===== src/rtl/dsc_pkg.sv =====
package dsc_pkg;

    typedef enum logic [2:0] {
        ST_IDLE,
        ST_ACT,
        ST_COL,
        ST_HOLD,
        ST_PRE,
        ST_REF_ACT,
        ST_REF_HOLD,
        ST_REF_PRE
    } dsc_state_e;

    typedef enum logic {
        ADDR_ROW,
        ADDR_COL
    } addr_phase_e;

endpackage


===== src/rtl/dsc_refresh_timer.sv =====
module dsc_refresh_timer #(
    parameter int REF_INTERVAL = 780
) (
    input  logic clk,
    input  logic rst_n,
    input  logic grant,
    output logic due
);
    localparam int CW = (REF_INTERVAL > 2) ? $clog2(REF_INTERVAL) : 1;
    localparam logic [CW-1:0] LAST = CW'(REF_INTERVAL - 1);

    logic [CW-1:0] tick_cnt;
    logic          tick;

    assign tick = (tick_cnt == LAST);

    always_ff @(posedge clk or negedge rst_n) begin
        if (!rst_n) begin
            tick_cnt <= '0;
        end else if (tick) begin
            tick_cnt <= '0;
        end else begin
            tick_cnt <= tick_cnt + 1'b1;
        end
    end

    always_ff @(posedge clk or negedge rst_n) begin
        if (!rst_n) begin
            due <= 1'b0;
        end else if (tick) begin
            due <= 1'b1;
        end else if (grant) begin
            due <= 1'b0;
        end
    end

endmodule


===== src/rtl/dsc_row_source.sv =====
module dsc_row_source #(
    parameter int ROW_W = 10
) (
    input  logic             clk,
    input  logic             rst_n,
    input  logic             advance,
    input  logic             pick_refresh,
    input  logic [ROW_W-1:0] req_row,
    output logic [ROW_W-1:0] row_out
);
    logic [ROW_W-1:0] ref_row;

    always_ff @(posedge clk or negedge rst_n) begin
        if (!rst_n) begin
            ref_row <= '0;
        end else if (advance) begin
            ref_row <= ref_row + 1'b1;
        end
    end

    assign row_out = pick_refresh ? ref_row : req_row;

endmodule


===== src/rtl/dsc_fsm.sv =====
module dsc_fsm
    import dsc_pkg::*;
#(
    parameter int ROW_W  = 10,
    parameter int DATA_W = 16
) (
    input  logic                clk,
    input  logic                rst_n,
    input  logic                req_valid,
    input  logic                req_we,
    input  logic [2*ROW_W-1:0]  req_addr,
    input  logic [DATA_W-1:0]   req_wdata,
    output logic                req_ready,
    input  logic                ref_due,
    output logic                ref_start,
    output logic                ref_done,
    output logic                pick_refresh,
    output addr_phase_e         addr_phase,
    output logic [ROW_W-1:0]    lat_row,
    output logic [ROW_W-1:0]    lat_col,
    output logic                ras_n,
    output logic                cas_n,
    output logic                we_n,
    output logic [DATA_W-1:0]   wdata,
    input  logic [DATA_W-1:0]   rdata,
    output logic                rd_valid,
    output logic [DATA_W-1:0]   rd_data
);
    dsc_state_e state, state_nx;
    logic       lat_we;
    logic       accept;

    assign accept = (state == ST_IDLE) && !ref_due && req_valid;

    always_comb begin
        state_nx = state;
        unique case (state)
            ST_IDLE: begin
                if (ref_due) begin
                    state_nx = ST_REF_ACT;
                end else if (req_valid) begin
                    state_nx = ST_ACT;
                end
            end
            ST_ACT:      state_nx = ST_COL;
            ST_COL:      state_nx = ST_HOLD;
            ST_HOLD:     state_nx = ST_PRE;
            ST_PRE:      state_nx = ST_IDLE;
            ST_REF_ACT:  state_nx = ST_REF_HOLD;
            ST_REF_HOLD: state_nx = ST_REF_PRE;
            ST_REF_PRE:  state_nx = ST_IDLE;
            default:     state_nx = ST_IDLE;
        endcase
    end

    always_ff @(posedge clk or negedge rst_n) begin
        if (!rst_n) begin
            state <= ST_IDLE;
        end else begin
            state <= state_nx;
        end
    end

    always_ff @(posedge clk or negedge rst_n) begin
        if (!rst_n) begin
            lat_row <= '0;
            lat_col <= '0;
            lat_we  <= 1'b0;
            wdata   <= '0;
        end else if (accept) begin
            lat_row <= req_addr[ROW_W-1:0];
            lat_col <= req_addr[2*ROW_W-1:ROW_W];
            lat_we  <= req_we;
            wdata   <= req_wdata;
        end
    end

    always_ff @(posedge clk or negedge rst_n) begin
        if (!rst_n) begin
            rd_data <= '0;
        end else if ((state == ST_HOLD) && !lat_we) begin
            rd_data <= rdata;
        end
    end

    always_comb begin
        ras_n        = 1'b1;
        cas_n        = 1'b1;
        we_n         = 1'b1;
        addr_phase   = ADDR_ROW;
        pick_refresh = 1'b0;
        req_ready    = 1'b0;
        ref_start    = 1'b0;
        ref_done     = 1'b0;
        rd_valid     = 1'b0;
        unique case (state)
            ST_IDLE: begin
                req_ready = !ref_due;
                ref_start = ref_due;
            end
            ST_ACT: begin
                ras_n = 1'b0;
            end
            ST_COL, ST_HOLD: begin
                ras_n      = 1'b0;
                cas_n      = 1'b0;
                we_n       = !lat_we;
                addr_phase = ADDR_COL;
            end
            ST_PRE: begin
                rd_valid = !lat_we;
            end
            ST_REF_ACT: begin
                ras_n        = 1'b0;
                pick_refresh = 1'b1;
            end
            ST_REF_HOLD: begin
                ras_n        = 1'b0;
                pick_refresh = 1'b1;
                ref_done     = 1'b1;
            end
            ST_REF_PRE: begin
            end
            default: begin
            end
        endcase
    end

endmodule


===== src/rtl/dram_ras_cas_ctrl.sv =====
module dram_ras_cas_ctrl
    import dsc_pkg::*;
#(
    parameter int ROW_W        = 10,
    parameter int DATA_W       = 16,
    parameter int REF_INTERVAL = 780
) (
    input  logic                clk,
    input  logic                rst_n,
    input  logic                req_valid,
    output logic                req_ready,
    input  logic                req_we,
    input  logic [2*ROW_W-1:0]  req_addr,
    input  logic [DATA_W-1:0]   req_wdata,
    output logic                rd_valid,
    output logic [DATA_W-1:0]   rd_data,
    output logic [ROW_W-1:0]    dram_addr,
    output logic                dram_ras_n,
    output logic                dram_cas_n,
    output logic                dram_we_n,
    output logic [DATA_W-1:0]   dram_wdata,
    input  logic [DATA_W-1:0]   dram_rdata
);
    logic             ref_due;
    logic             ref_start;
    logic             ref_done;
    logic             pick_refresh;
    addr_phase_e      addr_phase;
    logic [ROW_W-1:0] lat_row;
    logic [ROW_W-1:0] lat_col;
    logic [ROW_W-1:0] row_path;

    dsc_refresh_timer #(.REF_INTERVAL(REF_INTERVAL)) u_timer (
        .clk   (clk),
        .rst_n (rst_n),
        .grant (ref_start),
        .due   (ref_due)
    );

    dsc_row_source #(.ROW_W(ROW_W)) u_rows (
        .clk          (clk),
        .rst_n        (rst_n),
        .advance      (ref_done),
        .pick_refresh (pick_refresh),
        .req_row      (lat_row),
        .row_out      (row_path)
    );

    dsc_fsm #(.ROW_W(ROW_W), .DATA_W(DATA_W)) u_fsm (
        .clk          (clk),
        .rst_n        (rst_n),
        .req_valid    (req_valid),
        .req_we       (req_we),
        .req_addr     (req_addr),
        .req_wdata    (req_wdata),
        .req_ready    (req_ready),
        .ref_due      (ref_due),
        .ref_start    (ref_start),
        .ref_done     (ref_done),
        .pick_refresh (pick_refresh),
        .addr_phase   (addr_phase),
        .lat_row      (lat_row),
        .lat_col      (lat_col),
        .ras_n        (dram_ras_n),
        .cas_n        (dram_cas_n),
        .we_n         (dram_we_n),
        .wdata        (dram_wdata),
        .rdata        (dram_rdata),
        .rd_valid     (rd_valid),
        .rd_data      (rd_data)
    );

    assign dram_addr = (addr_phase == ADDR_COL) ? lat_col : row_path;

endmodule


===== config.mk =====
export PLATFORM = sky130hd
export DESIGN_NAME = dram_ras_cas_ctrl
export DESIGN_NICKNAME = d
export VERILOG_FILES = /design/src/rtl/dsc_pkg.sv /design/src/rtl/dsc_refresh_timer.sv /design/src/rtl/dsc_row_source.sv /design/src/rtl/dsc_fsm.sv /design/src/rtl/dram_ras_cas_ctrl.sv
export SDC_FILE = /design/constraint.sdc
export NUM_CORES = 1
export LEC_CHECK = 0
export BUFFER_PORTS_ARGS = -buffer_cell sky130_fd_sc_hd__buf_2
export CORE_ASPECT_RATIO = 0.7
export CORE_MARGIN = 2
export CORE_UTILIZATION = 40
export CTS_BUF_LIST = sky130_fd_sc_hd__clkbuf_16
export DETAILED_ROUTE_END_ITERATION = 10
export PLACE_DENSITY = 0.68
export SETUP_SLACK_MARGIN = 0.5
export SKIP_LAST_GASP = 1
export SLEW_MARGIN = 25
export SYNTH_ARGS = -nofsm -noshare
export SYNTH_HDL_FRONTEND = slang
export SYNTH_SLANG_ARGS = --single-unit

===== constraint.sdc =====
create_clock -name clk -period 2 [get_ports clk]
set_input_delay 0.6 -clock clk [delete_from_list [all_inputs] [get_ports clk]]
set_output_delay 0.6 -clock clk [all_outputs]
set_load 0.02 [all_outputs]

=== Yosys cells after proc, flatten, opt, wreduce, memory -nomap -nowiden ===
Cells that the tools add are included.
Widths: inputs -> output; s select.

* Register bits after elaboration: 77
* Latch bits: 0
* RAM bits: 0
* Memory bits (read-only): 0
* Input bits: 56
* Memories kept: 0

* Add/sub/neg operators: 2
* Multipliers: 0
* Divide/modulo/power cells: 0
* Magnitude comparators: 0
* Equal/unequal tests: 9
* Shift operators: 0
* Multiplexer cells: 17
* Bitwise gates (word level): 0
* Reduce and logical (&&, ||, !) cells: 11

{| class="wikitable"
|+ Operators by type and width
! kind !! count
|-
| $mux 10 || 3
|-
| $pmux 3 s7 || 1
|-
| $add 10x1->10 const B || 2
|-
| $eq 3x3->1 const B || 4
|-
| $mux 1 || 11
|-
| $eq 10x10->1 const B || 1
|-
| $eq 3x2->1 const B || 2
|-
| $mux 3 || 2
|-
| $reduce_or 2->1 || 3
|-
| $reduce_or 5->1 || 1
|-
| $eq 3x1->1 const B || 1
|-
| $logic_and 1x1->1 || 3
|-
| $logic_not 3->1 || 1
|-
| $ne 3x3->1 const B || 1
|-
| $logic_not 1->1 || 2
|-
| $reduce_bool 2->1 || 1
|}

=== Longest topological paths before layout ===
Gate-level depths: netlist (run 1).

* Word-level depth: 5
* Depth in mapped cells: 7

=== Modules after synthesis ===
From an unflattened synthesis (run 1), not the netlist that was laid out.

* Cell total of the unflattened synthesis: 239
* Area, all modules: 3614.7 µm²

{| class="wikitable"
|+ Modules (own cells, without submodules)
! module !! instances !! cells each !! area each (µm²) !! sequential area each (µm²)
|-
| dsc_fsm || 1 || 137 || 2389.8 || 1401.3
|-
| dsc_row_source || 1 || 46 || 560.5 || 250.2
|-
| dsc_refresh_timer || 1 || 45 || 503.0 || 275.3
|-
| dram_ras_cas_ctrl || 1 || 11 || 161.4 || 0.0
|}

=== Worst setup path before layout (run 1) ===
OpenSTA, ideal clock, no wires.

* Path type: reg2out
* Start: register u_fsm.state[1]
* End: output rd_valid
* Arrival: 1.525 ns
* Required time: 1.400 ns
* Slack: -0.125 ns
* Stages on the path, launching flop included: 4
* Path buffers: 2
* Cell sequence: dfrtp_1 -> buf_6 -> clkbuf_1 -> nor4b_1

* Longest elaborated chain between the ends: 2

{| class="wikitable"
|+ RTL lines
! what !! line !! source
|-
| start: declaration || dsc_fsm.sv:29 || <nowiki>dsc_state_e state, state_nx;</nowiki>
|-
| start signal: assignment || dsc_fsm.sv:60 || <nowiki>state <= state_nx;</nowiki>
|-
| $eq 3x3->1 || dsc_fsm.sv:96 || <nowiki>unique case (state)</nowiki>
|-
| $mux 1 || dsc_fsm.sv:96 ||
|-
| end: declaration || dram_ras_cas_ctrl.sv:15 || <nowiki>output logic rd_valid,</nowiki>
|}

No other way between the ends.

=== Final worst setup path (run 1) ===
* Start: register u_fsm.state[0]
* End: output dram_addr[4]

* Longest elaborated chain between the ends: 5
* Elaborated cells on any way between the ends: 10
* Classes of those cells: 4 x eq/ne; 4 x mux; 2 x reduce/logical

{| class="wikitable"
|+ RTL lines
! what !! line !! source
|-
| $eq 3x3->1 || dsc_fsm.sv:96 ||
|-
| $reduce_or 2->1 (no source line) || n/a ||
|-
| $mux 1 || dsc_fsm.sv:96 ||
|-
| $mux 10 || dsc_row_source.sv:21 || <nowiki>assign row_out = pick_refresh ? ref_row : req_row;</nowiki>
|-
| $mux 10 (*) || dram_ras_cas_ctrl.sv:73 || <nowiki>assign dram_addr = (addr_phase == ADDR_COL) ? lat_col : row_path;</nowiki>
|-
| end: declaration || dram_ras_cas_ctrl.sv:17 || <nowiki>output logic [ROW_W-1:0] dram_addr,</nowiki>
|}

Mark *: on every way between the ends. The rest lies on a longest branch, timed or not.

==> flow_metrics.env, run 1 <==
export IMPL_dieArea_um2=9557
export IMPL_end_kind="output pin"
export IMPL_synthSimpleGateAreaFrac=0.09298
export IMPL_max_slew_margin_rel=0.7727
export IMPL_muxShareOfSynthArea=0.2081
export IMPL_vias_per_cell=5.102
export IMPL_async_flop_share=1.000
export IMPL_ir_drop_mv=1.153
export IMPL_postCtsHoldBufs=0
export IMPL_rrSetupSlack_ns=-0.05
export IMPL_clkSinkCount=77
export IMPL_cp_slowest_cell="dfrtp_2"
export IMPL_synth_compound_area_frac=0.06947
export IMPL_dp_cells=481
export IMPL_worstSkewPairLatency_ns=0.34
export IMPL_cts_buffer_depth=2
export IMPL_syn_avg_cell_area_um2=13.77
export IMPL_synthAdderAreaFrac=0.007125
export IMPL_drc_errors=0
export IMPL_clockRootBuffer="clkbuf_16"
export IMPL_finalMaxSlewViolations=0
export IMPL_path_depth=6
export IMPL_fin_util=0.6901
export IMPL_core_area_um2=8478
export IMPL_cp_common_cell="buf_6"
export IMPL_placedInstanceArea_um2=4664
export IMPL_cp_required_ns=1.40
export IMPL_hpwl_um=5693
export IMPL_power_total_mw=11.26
export IMPL_yosysWarnings=0
export IMPL_yosys_top_cells_count="dfrtp_1, mux2_4, mux2_2"
export IMPL_finalClockSkew_ns=0.007878
export IMPL_fin_area_um2=5851
export IMPL_synth_top_flop_cell="dfrtp_1"
export IMPL_fmax_ghz=0.4367
export IMPL_drtIter0Drc=124
export IMPL_cts_tree="built"
export IMPL_layout_setup_ws_ns=-0.2901
export IMPL_timing_hold_ws_ns=0.1496
export IMPL_area_growth_pct=66.58
export IMPL_chipWidth_um=116.0
export IMPL_synthXorXnorAreaFrac=0.04239
export IMPL_violations="setup timing"
export IMPL_setup_viol=41
export IMPL_rsz0062_at_grt="yes"
export IMPL_htree_levels=3
export IMPL_grt_pass1_vias=2798
export IMPL_min_period_over_period=1.145
export IMPL_ios=103
export IMPL_num_rows=28
export IMPL_clk_pin_slew_ns=0.06
export IMPL_cts_inserted_buffers=9
export IMPL_drive_gt1_frac=0.6675
export IMPL_hp_class="input pin to asynchronous set/reset pin"
export IMPL_synth_edf_count=0
export IMPL_synth_top_area_frac=0.5486
export IMPL_startpoint_type="register"
export IMPL_hold_viol=0
export IMPL_synth_most_common_cell="dfrtp_1"
export IMPL_max_stage_delay_ns=0.42
export IMPL_syn_instance_count=255
export IMPL_tightest_slew_ns=0.3410
export IMPL_place_gp_congestion=0.7842
export IMPL_diodes=0
export IMPL_synth_distinct_cells=40
export IMPL_r2r_end="u_fsm.wdata[15]"
export IMPL_fin_cells=538
export IMPL_synth_top_area_cell="dfrtp_1"
export IMPL_ys_seq_elements=77
export IMPL_antenna_found_initial=0
export IMPL_syn_cell_area_um2=3512
export IMPL_worstPathArrival_ns=1.69
export IMPL_worstPathCellList="buf_6 -> xnor2_4 -> buf_6 -> o22ai_2 -> a21oi_4 -> buf_6"
export IMPL_r2r_start="u_fsm.state[0]"
export IMPL_crit_family="buffers and inverters"
export IMPL_synth_top_family_by_area="multiplexers"
export IMPL_reg2reg_depth=8
export IMPL_grt_overflow_total=0
export IMPL_status="finished with violations"
export IMPL_dr_pass1_iters=4
export IMPL_tns_ns=-3.532
export IMPL_wirelength_um=10060
export IMPL_critPathBufInv=3
export IMPL_synth_fp_nets=313
export IMPL_antenna_left=0
export IMPL_criticalPathCategory="register to output pin"
export IMPL_grt_use_total=0.2108
export IMPL_synth_area_top_cells="dfrtp_1, mux2_4, mux2_2, o32ai_1, xnor2_1"
export IMPL_grt_start_max_net_pins=56
export IMPL_io_buffers=102
export IMPL_finish_net_count=471
export IMPL_num_vias=2745
export IMPL_worstPathMaxFanout=6
export IMPL_leakage_nw=2.744
export IMPL_seq_area_frac_synth=0.5486
export IMPL_wl_per_cell_um=18.69
export IMPL_initial_core_util=0.4143
export IMPL_p_per_area_nw_per_um2=1925
export IMPL_grt_pass1_wl_um=14860
export IMPL_dieHeight_um=82.40
export IMPL_place_ws_ns=0.03035
export IMPL_finalCriticalPeriod_ns=2.290
export IMPL_drv_cap=0
cells in the final DEF (no fill, tap or decap), drive strengths merged, types with 2 or more instances in the layout:
cell and count:
buf 159, dfrtp 77, mux2 54, a21oi 13
o32ai 10, clkbuf 9, xnor2 9, nand2 9
o22ai 9, nor2 9, xor2 8, nand3 7
inv 7, nor3 6, nand4 4, nor4 3
or3 2, o31ai 2, clkinv 2, bufinv 2
ha 2
repair_timing:
item,4_1_cts,5_1_grt
gates cloned,10,0
endpoints found under the setup margin,80,91
resized for setup,66,35
pin swaps,18,7
setup buffers,22,9
cell families (layout without fill, tap and decap cells):
group                      count (synthesis)  in the layout
AOI/OAI and AO/OA                         37             37
DFF                                       77             77
muxes                                     55             55
adders and majority gates                  2              2
and+or+nand+nor                           50             50
xor gates and xnor gates                  17             17
buffers and inverters                     17            180
state kept, by name (all words and copies together), names as in the netlist:
register,count
u_fsm.lat_we,1
u_fsm.lat_col,10
u_fsm.state,3
u_fsm.wdata,16
u_fsm.lat_row,10
u_rows.ref_row,10
u_fsm.rd_data,16
u_timer.due,1
u_timer.tick_cnt,10
metal layers:
layer / up-vias / track usage / wire length (µm)
li1: 1248 / - / -
met1: 1379 / 0.2732 / 4572
met2: 96 / 0.3298 / 4691
met3: 22 / 0.06058 / 503
met4: 0 / 0.1000 / 289
met5: - / 0 / 0
worst max path at each step:
stage | to | startpoint
floorplan | dram_addr[0] | u_fsm.state[1]
global route | dram_addr[4] | u_fsm.state[0]
detailed placement | dram_addr[0] | u_fsm.state[1]
global placement | dram_addr[9] | u_fsm.state[1]
CTS | dram_addr[0] | u_fsm.state[0]
finish | dram_addr[4] | u_fsm.state[0]
area by class of cell:
cell class                 instances  area (µm²)
tap                              120       150.1
timing repair buffer             159        1446
fill                             586        2628
clock buffer                       9       225.2
clock inverter                     7       82.58
multi-input combinational        161        1992
inverter                           5       23.77
sequential                        77        1931
where the power goes:
part	internal (mW)	switching, mW	total, mW	leakage [nW]
clock	1.07	0.622	1.70	0.153
sequential	2.20	0.656	2.86	0.931
combinational	3.66	3.05	6.71	1.66
total	6.94	4.32	11.3	2.74
No activity file was read; power rests on OpenSTA's default activity.
==> run 2: changes to the inputs <==
CTS_BUF_LIST = sky130_fd_sc_hd__clkbuf_4   (was sky130_fd_sc_hd__clkbuf_16)
==> run 2 against run 1 <==
The run still ends with setup timing left. Sequential power grew 1%. Non-clock buffer count grew 5. Worst hold slack lost 0.11 ns. Via count shrank 0.15%. Wire length shrank 1.3%. Sequential cell count is the same. Design area grew 0.13%. Utilization grew 0.089 points. Power shrank 2.0%. Critical path depth is the same. Clock power shrank 37%. Highest routed layer unchanged.
==> flow_metrics.env, run 2 (same netlist as run 1, synthesis figures left out) <==
export IMPL_crit_family="buffers and inverters"
export IMPL_diodes=0
export IMPL_clockRootBuffer="clkbuf_4"
export IMPL_finalCriticalPeriod_ns=2.414
export IMPL_startpoint_type="register"
export IMPL_max_stage_delay_ns=0.45
export IMPL_min_period_over_period=1.207
export IMPL_drc_errors=0
export IMPL_worstPathArrival_ns=1.81
export IMPL_cp_slowest_cell="dfrtp_2"
export IMPL_setup_viol=52
export IMPL_finalClockSkew_ns=0.01341
export IMPL_antenna_found_initial=0
export IMPL_power_share_combinational=0.640
export IMPL_layout_common_cells="dfrtp_1, buf_6, buf_2"
export IMPL_r2r_start="u_fsm.state[0]"
export IMPL_cp_required_ns=1.40
export IMPL_dr_pass1_iters=4
export IMPL_wl_per_cell_um=18.28
export IMPL_cts_inserted_buffers=9
export IMPL_seq_power_share=0.263
export IMPL_reg2reg_depth=9
export IMPL_vias_per_cell=5.048
export IMPL_chipWidth_um=116.0
export IMPL_finish_net_count=476
export IMPL_cts_buffer_depth=2
export IMPL_end_kind="output pin"
export IMPL_cp_common_cell="buf_6"
export IMPL_rrSetupSlack_ns=-0.14
export IMPL_grt_overflow_total=0
export IMPL_hp_class="input pin to asynchronous set/reset pin"
export IMPL_criticalPathCategory="register to output pin"
export IMPL_power_internal_mw=6.715
export IMPL_drtIter0Drc=137
export IMPL_r2r_end="u_fsm.wdata[15]"
export IMPL_htree_levels=3
export IMPL_tightest_slew_ns=0.4713
export IMPL_initial_core_util=0.4143
export IMPL_crit_path_end="dram_addr[7]"
export IMPL_fmax_ghz=0.4143
export IMPL_grt_pass1_vias=2807
export IMPL_pwr_share_clk=0.097
export IMPL_drv_cap=0
export IMPL_area_growth_pct=66.80
export IMPL_fillers=588
export IMPL_leakage_nw=2.733
export IMPL_grt_pass1_wl_um=15230
export IMPL_critPathLaunch="u_fsm.state[0]"
export IMPL_io_buffers=102
export IMPL_hold_viol=0
export IMPL_timing_hold_ws_ns=0.03531
export IMPL_critPathBufInv=3
export IMPL_layout_setup_ws_ns=-0.4135
export IMPL_place_ws_ns=0.03035
export IMPL_power_switching_mw=4.330
export IMPL_status="finished with violations"
export IMPL_multiInputGateArea_um2=1992
export IMPL_switching_share=0.3920
export IMPL_worstPathCellList="buf_6 -> xnor2_4 -> buf_6 -> o22ai_2 -> a21oi_4 -> buf_6"
export IMPL_grt_use_total=0.2177
export IMPL_fin_util=0.6910
export IMPL_grt_start_max_net_pins=56
export IMPL_drive_gt1_frac=0.6738
export IMPL_postCtsHoldBufs=0
export IMPL_dieHeight_um=82.40
export IMPL_place_gp_congestion=0.7842
export IMPL_antenna_left=0
export IMPL_p_per_area_nw_per_um2=1885
export IMPL_hpwl_um=5693
export IMPL_num_rows=28
export IMPL_ios=103
export IMPL_clk_pin_slew_ns=0.13
export IMPL_violations="setup timing"
export IMPL_num_vias=2741
export IMPL_rsz0062_at_grt="yes"
export IMPL_worstPathMaxFanout=6
export IMPL_path_depth=6
export IMPL_clkSinkCount=77
export IMPL_dieArea_um2=9557
export IMPL_cts_tree="built"
export IMPL_worstSkewPairLatency_ns=0.43
export IMPL_layout_commonest_cell="dfrtp_1"
export IMPL_wirelength_um=9928
export IMPL_finalMaxSlewViolations=0
export IMPL_register_area_um2=1931
export IMPL_ir_drop_mv=0.9619
export IMPL_core_area_um2=8478
export IMPL_max_slew_margin_rel=0.6849
export IMPL_top_regs="u_fsm.rd_data: 16 flops, u_fsm.wdata: 16 flops"
run 2: cell types whose count changed in the layout (fill, tap and decap cells not counted), moves of 2 or more:
cell | before | now
buf_6 | 34 | 60
o22ai_2 | 7 | 5
o22ai_4 | 1 | 3
clkbuf_4 | 0 | 11
buf_12 | 8 | 6
clkbuf_16 | 9 | 0
inv_1 | 5 | 3
buf_2 | 73 | 54
run 2: worst min-delay path by stage:
stage                           startpoint                to  slack (ns)
after global routing                 rst_n  u_fsm.lat_col[7]       0.002
after CTS                            rst_n  u_fsm.lat_col[7]        0.02
after floorplan                      rst_n  u_fsm.lat_col[0]        0.30
after global placement    u_fsm.rd_data[9]  u_fsm.rd_data[9]        0.49
after detailed placement    u_fsm.wdata[9]    u_fsm.wdata[9]        0.49
final                                rst_n  u_fsm.lat_col[7]        0.04
run 2: final cells by class:
class / instances / share of cell area
inverter: 5 / 0.004058
tap: 120 / 0.02563
clock buffer: 11 / 0.01410
sequential: 77 / 0.3296
multi-input combinational: 161 / 0.3400
clock inverter: 5 / 0.01282
timing repair buffer: 164 / 0.2738
run 2: power groups by stage:
stage | Clock [mW] | Sequential [mW] | Combinational, mW
after floorplan | 0 | 3.11 | 3.45
after global routing | 1.18 | 2.98 | 7.42
final | 1.07 | 2.90 | 7.07
after global placement | 0 | 2.81 | 4.91
after CTS | 1.10 | 2.87 | 6.72
after detailed placement | 0 | 2.82 | 5.01
run 2: what timing repair did:
item / in CTS / in global routing
resized for setup: 133 / 13
setup endpoints to repair: 113 / 117
pin swaps: 19 / 5
cloned: 10 / 0
buffers inserted: 25 / 11
run 2: metrics by stage:
step           power (mW)  setup TNS [ns]  instances  cell area, µm²
6_report            11.04          -9.320        543            5858
5_1_grt             11.58          -11.92        543            5858
4_1_cts             10.69          -4.686        532            5717
3_5_place_dp        7.831               0        481            4664
3_3_place_gp        7.713               0        481            4664
2_1_floorplan       6.557               0        255            3955
run 2: routing by layer:
layer	GRT usage	vias to the layer above	wire length, µm
met5	0	-	0
met4	0.05595	0	181
met3	0.07226	16	639
met2	0.3585	105	4863
met1	0.2800	1356	4243
li1	-	1264	-
==> run 3: changes to the inputs <==
REMOVE_ABC_BUFFERS = 1   (was default)
SYNTH_HIERARCHICAL = 1   (was default)
==> run 3 against run 2 <==
The run still ends with setup timing left. Global-route usage decreased by 4.9 points. Worst hold slack gained 0.039 ns. Sequential share of layout area up 4.2 points. Fmax decreased by 10%. Power shrank 19%. Critical path type unchanged. Largest power group unchanged.
==> flow_metrics.env, run 3 <==
export IMPL_cp_required_ns=1.40
export IMPL_async_flop_share=1.000
export IMPL_clkSinkCount=77
export IMPL_end_kind="output pin"
export IMPL_grt_overflow_total=0
export IMPL_layout_setup_ws_ns=-0.6950
export IMPL_seq_area_frac_synth=0.5331
export IMPL_htree_levels=3
export IMPL_violations="setup timing"
export IMPL_dieArea_um2=9825
export IMPL_power_internal_mw=5.866
export IMPL_synth_top_flop_cell="dfrtp_1"
export IMPL_grt_pass1_wl_um=13050
export IMPL_place_ws_ns=-0.2554
export IMPL_clk_pin_slew_ns=0.12
export IMPL_worstPathMaxFanout=5
export IMPL_finalMaxSlewViolations=0
export IMPL_grt_use_total=0.1683
export IMPL_synth_compound_area_frac=0.01765
export IMPL_synth_top_area_cell="dfrtp_1"
export IMPL_tightest_slew_ns=0.3759
export IMPL_leakage_nw=2.564
export IMPL_finish_net_count=443
export IMPL_drive_gt1_frac=0.6538
export IMPL_area_growth_pct=43.34
export IMPL_ys_seq_elements=77
export IMPL_ir_drop_mv=0.9399
export IMPL_worstSkewPairLatency_ns=0.43
export IMPL_fillers=727
export IMPL_grt_start_max_net_pins=52
export IMPL_yosys_top_cells_count="dfrtp_1, mux2_4, mux2_2"
export IMPL_cts_buffer_depth=2
export IMPL_synth_most_common_cell="dfrtp_1"
export IMPL_min_period_over_period=1.347
export IMPL_top_regs="u_fsm/rd_data: 16 flops, u_fsm/wdata: 16 flops"
export IMPL_status="finished with violations"
export IMPL_layout_commonest_cell="dfrtp_1"
export IMPL_diodes=0
export IMPL_synth_edf_count=0
export IMPL_rsz0062_at_grt="yes"
export IMPL_drtIter0Drc=123
export IMPL_power_switching_mw=3.089
export IMPL_max_stage_delay_ns=0.44
export IMPL_ios=103
export IMPL_clockRootBuffer="clkbuf_4"
export IMPL_pwr_share_clk=0.101
export IMPL_cts_tree="built"
export IMPL_fin_util=0.6012
export IMPL_seq_power_share=0.302
export IMPL_finalClockSkew_ns=0.01197
export IMPL_synth_top_family_by_area="multiplexers"
export IMPL_synth_distinct_cells=40
export IMPL_finalCriticalPeriod_ns=2.695
export IMPL_wirelength_um=7838
export IMPL_place_gp_congestion=0.7502
export IMPL_antenna_left=0
export IMPL_max_slew_margin_rel=0.7494
export IMPL_hold_viol=0
export IMPL_syn_cell_area_um2=3615
export IMPL_hp_class="input pin to asynchronous set/reset pin"
export IMPL_io_buffers=102
export IMPL_worstPathArrival_ns=2.09
export IMPL_layout_common_cells="dfrtp_1, mux2_4, buf_2"
export IMPL_switching_share=0.3449
export IMPL_hpwl_um=4901
export IMPL_grt_pass1_vias=2561
export IMPL_cp_common_cell="mux2_4"
export IMPL_criticalPathCategory="register to output pin"
export IMPL_startpoint_type="register"
export IMPL_syn_avg_cell_area_um2=15.12
export IMPL_cts_inserted_buffers=9
export IMPL_num_rows=28
export IMPL_drv_cap=0
export IMPL_p_per_area_nw_per_um2=1728
export IMPL_vias_per_cell=4.737
export IMPL_initial_core_util=0.4194
export IMPL_setup_viol=15
export IMPL_dr_pass1_iters=4
export IMPL_core_area_um2=8618
export IMPL_postCtsHoldBufs=0
export IMPL_syn_instance_count=239
export IMPL_antenna_found_initial=0
export IMPL_chipWidth_um=117.6
export IMPL_num_vias=2416
export IMPL_yosysWarnings=6
export IMPL_synthSimpleGateAreaFrac=0.08896
export IMPL_muxShareOfSynthArea=0.2825
export IMPL_fmax_ghz=0.3711
export IMPL_worstPathCellList="xor2_2 -> and2_4 -> buf_16 -> mux2_4 -> mux2_4 -> buf_6"
export IMPL_cp_slowest_cell="dfrtp_1"
export IMPL_power_share_combinational=0.597
export IMPL_drc_errors=0
export IMPL_synth_area_top_cells="dfrtp_1, mux2_4, mux2_2, xor2_1, buf_6"
export IMPL_dieHeight_um=83.54
export IMPL_synth_top_area_frac=0.5331
export IMPL_synthAdderAreaFrac=0.006923
export IMPL_wl_per_cell_um=15.37
export IMPL_synthXorXnorAreaFrac=0.04119
-- run 3: layer usage --
layer  track usage  vias up  routed length [µm]
met5             0        -                   0
li1              -     1144                   -
met4       0.05257        0                  84
met1        0.2285     1182                3675
met3       0.06352       11                 566
met2        0.2500       79                3512
-- run 3: power by group through the flow --
stage / Combinational [mW] / Clock (mW) / Sequential [mW]
after detailed placement: 3.79 / 0 / 2.61
after floorplan: 2.17 / 0 / 3.04
final: 5.35 / 0.907 / 2.70
after global placement: 3.74 / 0 / 2.59
after global routing: 5.64 / 1.02 / 2.78
after CTS: 5.10 / 0.964 / 2.67
-- run 3: layout make-up --
cell class | instances | area (µm²) | area share
flip-flops and latches | 77 | 1927 | 0.3719
multi-input cells | 149 | 1689 | 0.3260
repair buffers | 144 | 1269 | 0.2449
well taps | 120 | 150.1 | 0.02898
clock buffers | 10 | 75.07 | 0.01449
clock inverters | 6 | 53.80 | 0.01038
inverters | 4 | 17.52 | 0.003381
-- run 3: repair_timing --
action / in CTS / in global routing
cloned: 3 / 0
buffers inserted: 16 / 11
gates resized for setup: 113 / 16
pin swaps: 3 / 13
setup endpoints to repair: 100 / 115
-- run 3: kinds of logic (layout without fill, tap and decap cells) --
kind of cell / after synthesis / after routing
multiplexers: 74 / 74
AO/OA/AOI/OAI: 10 / 10
AND/OR/NAND/NOR: 46 / 46
buffers and inverters: 13 / 164
flip-flops: 77 / 77
XOR/XNOR: 17 / 17
adder cells (fa/ha/maj): 2 / 2
-- run 3: path summary, 6_finish.rpt --
path	to	startpoint	slack, ns	cells after the start
setup / recovery	dram_addr[1]	u_fsm/state[1]	-0.69	6
hold / removal	u_fsm/lat_col[4]	rst_n	0.07	1
setup reg to reg	u_fsm/wdata[2]	u_fsm/state[1]	0.10	7
hold reg to reg	u_rows/ref_row[9]	u_rows/ref_row[9]	0.49	1
max in group asynchronous	u_fsm/rd_data[7]	rst_n	1.33	2
min in group clk	u_fsm/rd_data[13]	dram_rdata[13]	0.39	2
-- run 3: critical path, delay by kind of cell, from the launching register on --
family | cells | cell delay [ns]
xor gates and xnor gates | 1 | 0.19
muxes | 2 | 0.57
and+or+nand+nor | 1 | 0.21
DFF | 1 | 0.44
buffers and inverters | 2 | 0.26
-- run 3: metrics by stage --
step	instance area [µm²]	cells	total power [mW]	setup TNS [ns]	hold slack [ns]
finish	5181	510	8.955	-7.735	0.07407
global route	5181	510	9.441	-9.036	0.06067
CTS	5034	499	8.738	-8.155	0.04690
detailed placement	4328	464	6.399	-2.426	0.4636
global placement	4328	464	6.331	-2.079	0.4569
floorplan	3525	230	5.207	-7.330	0.3044
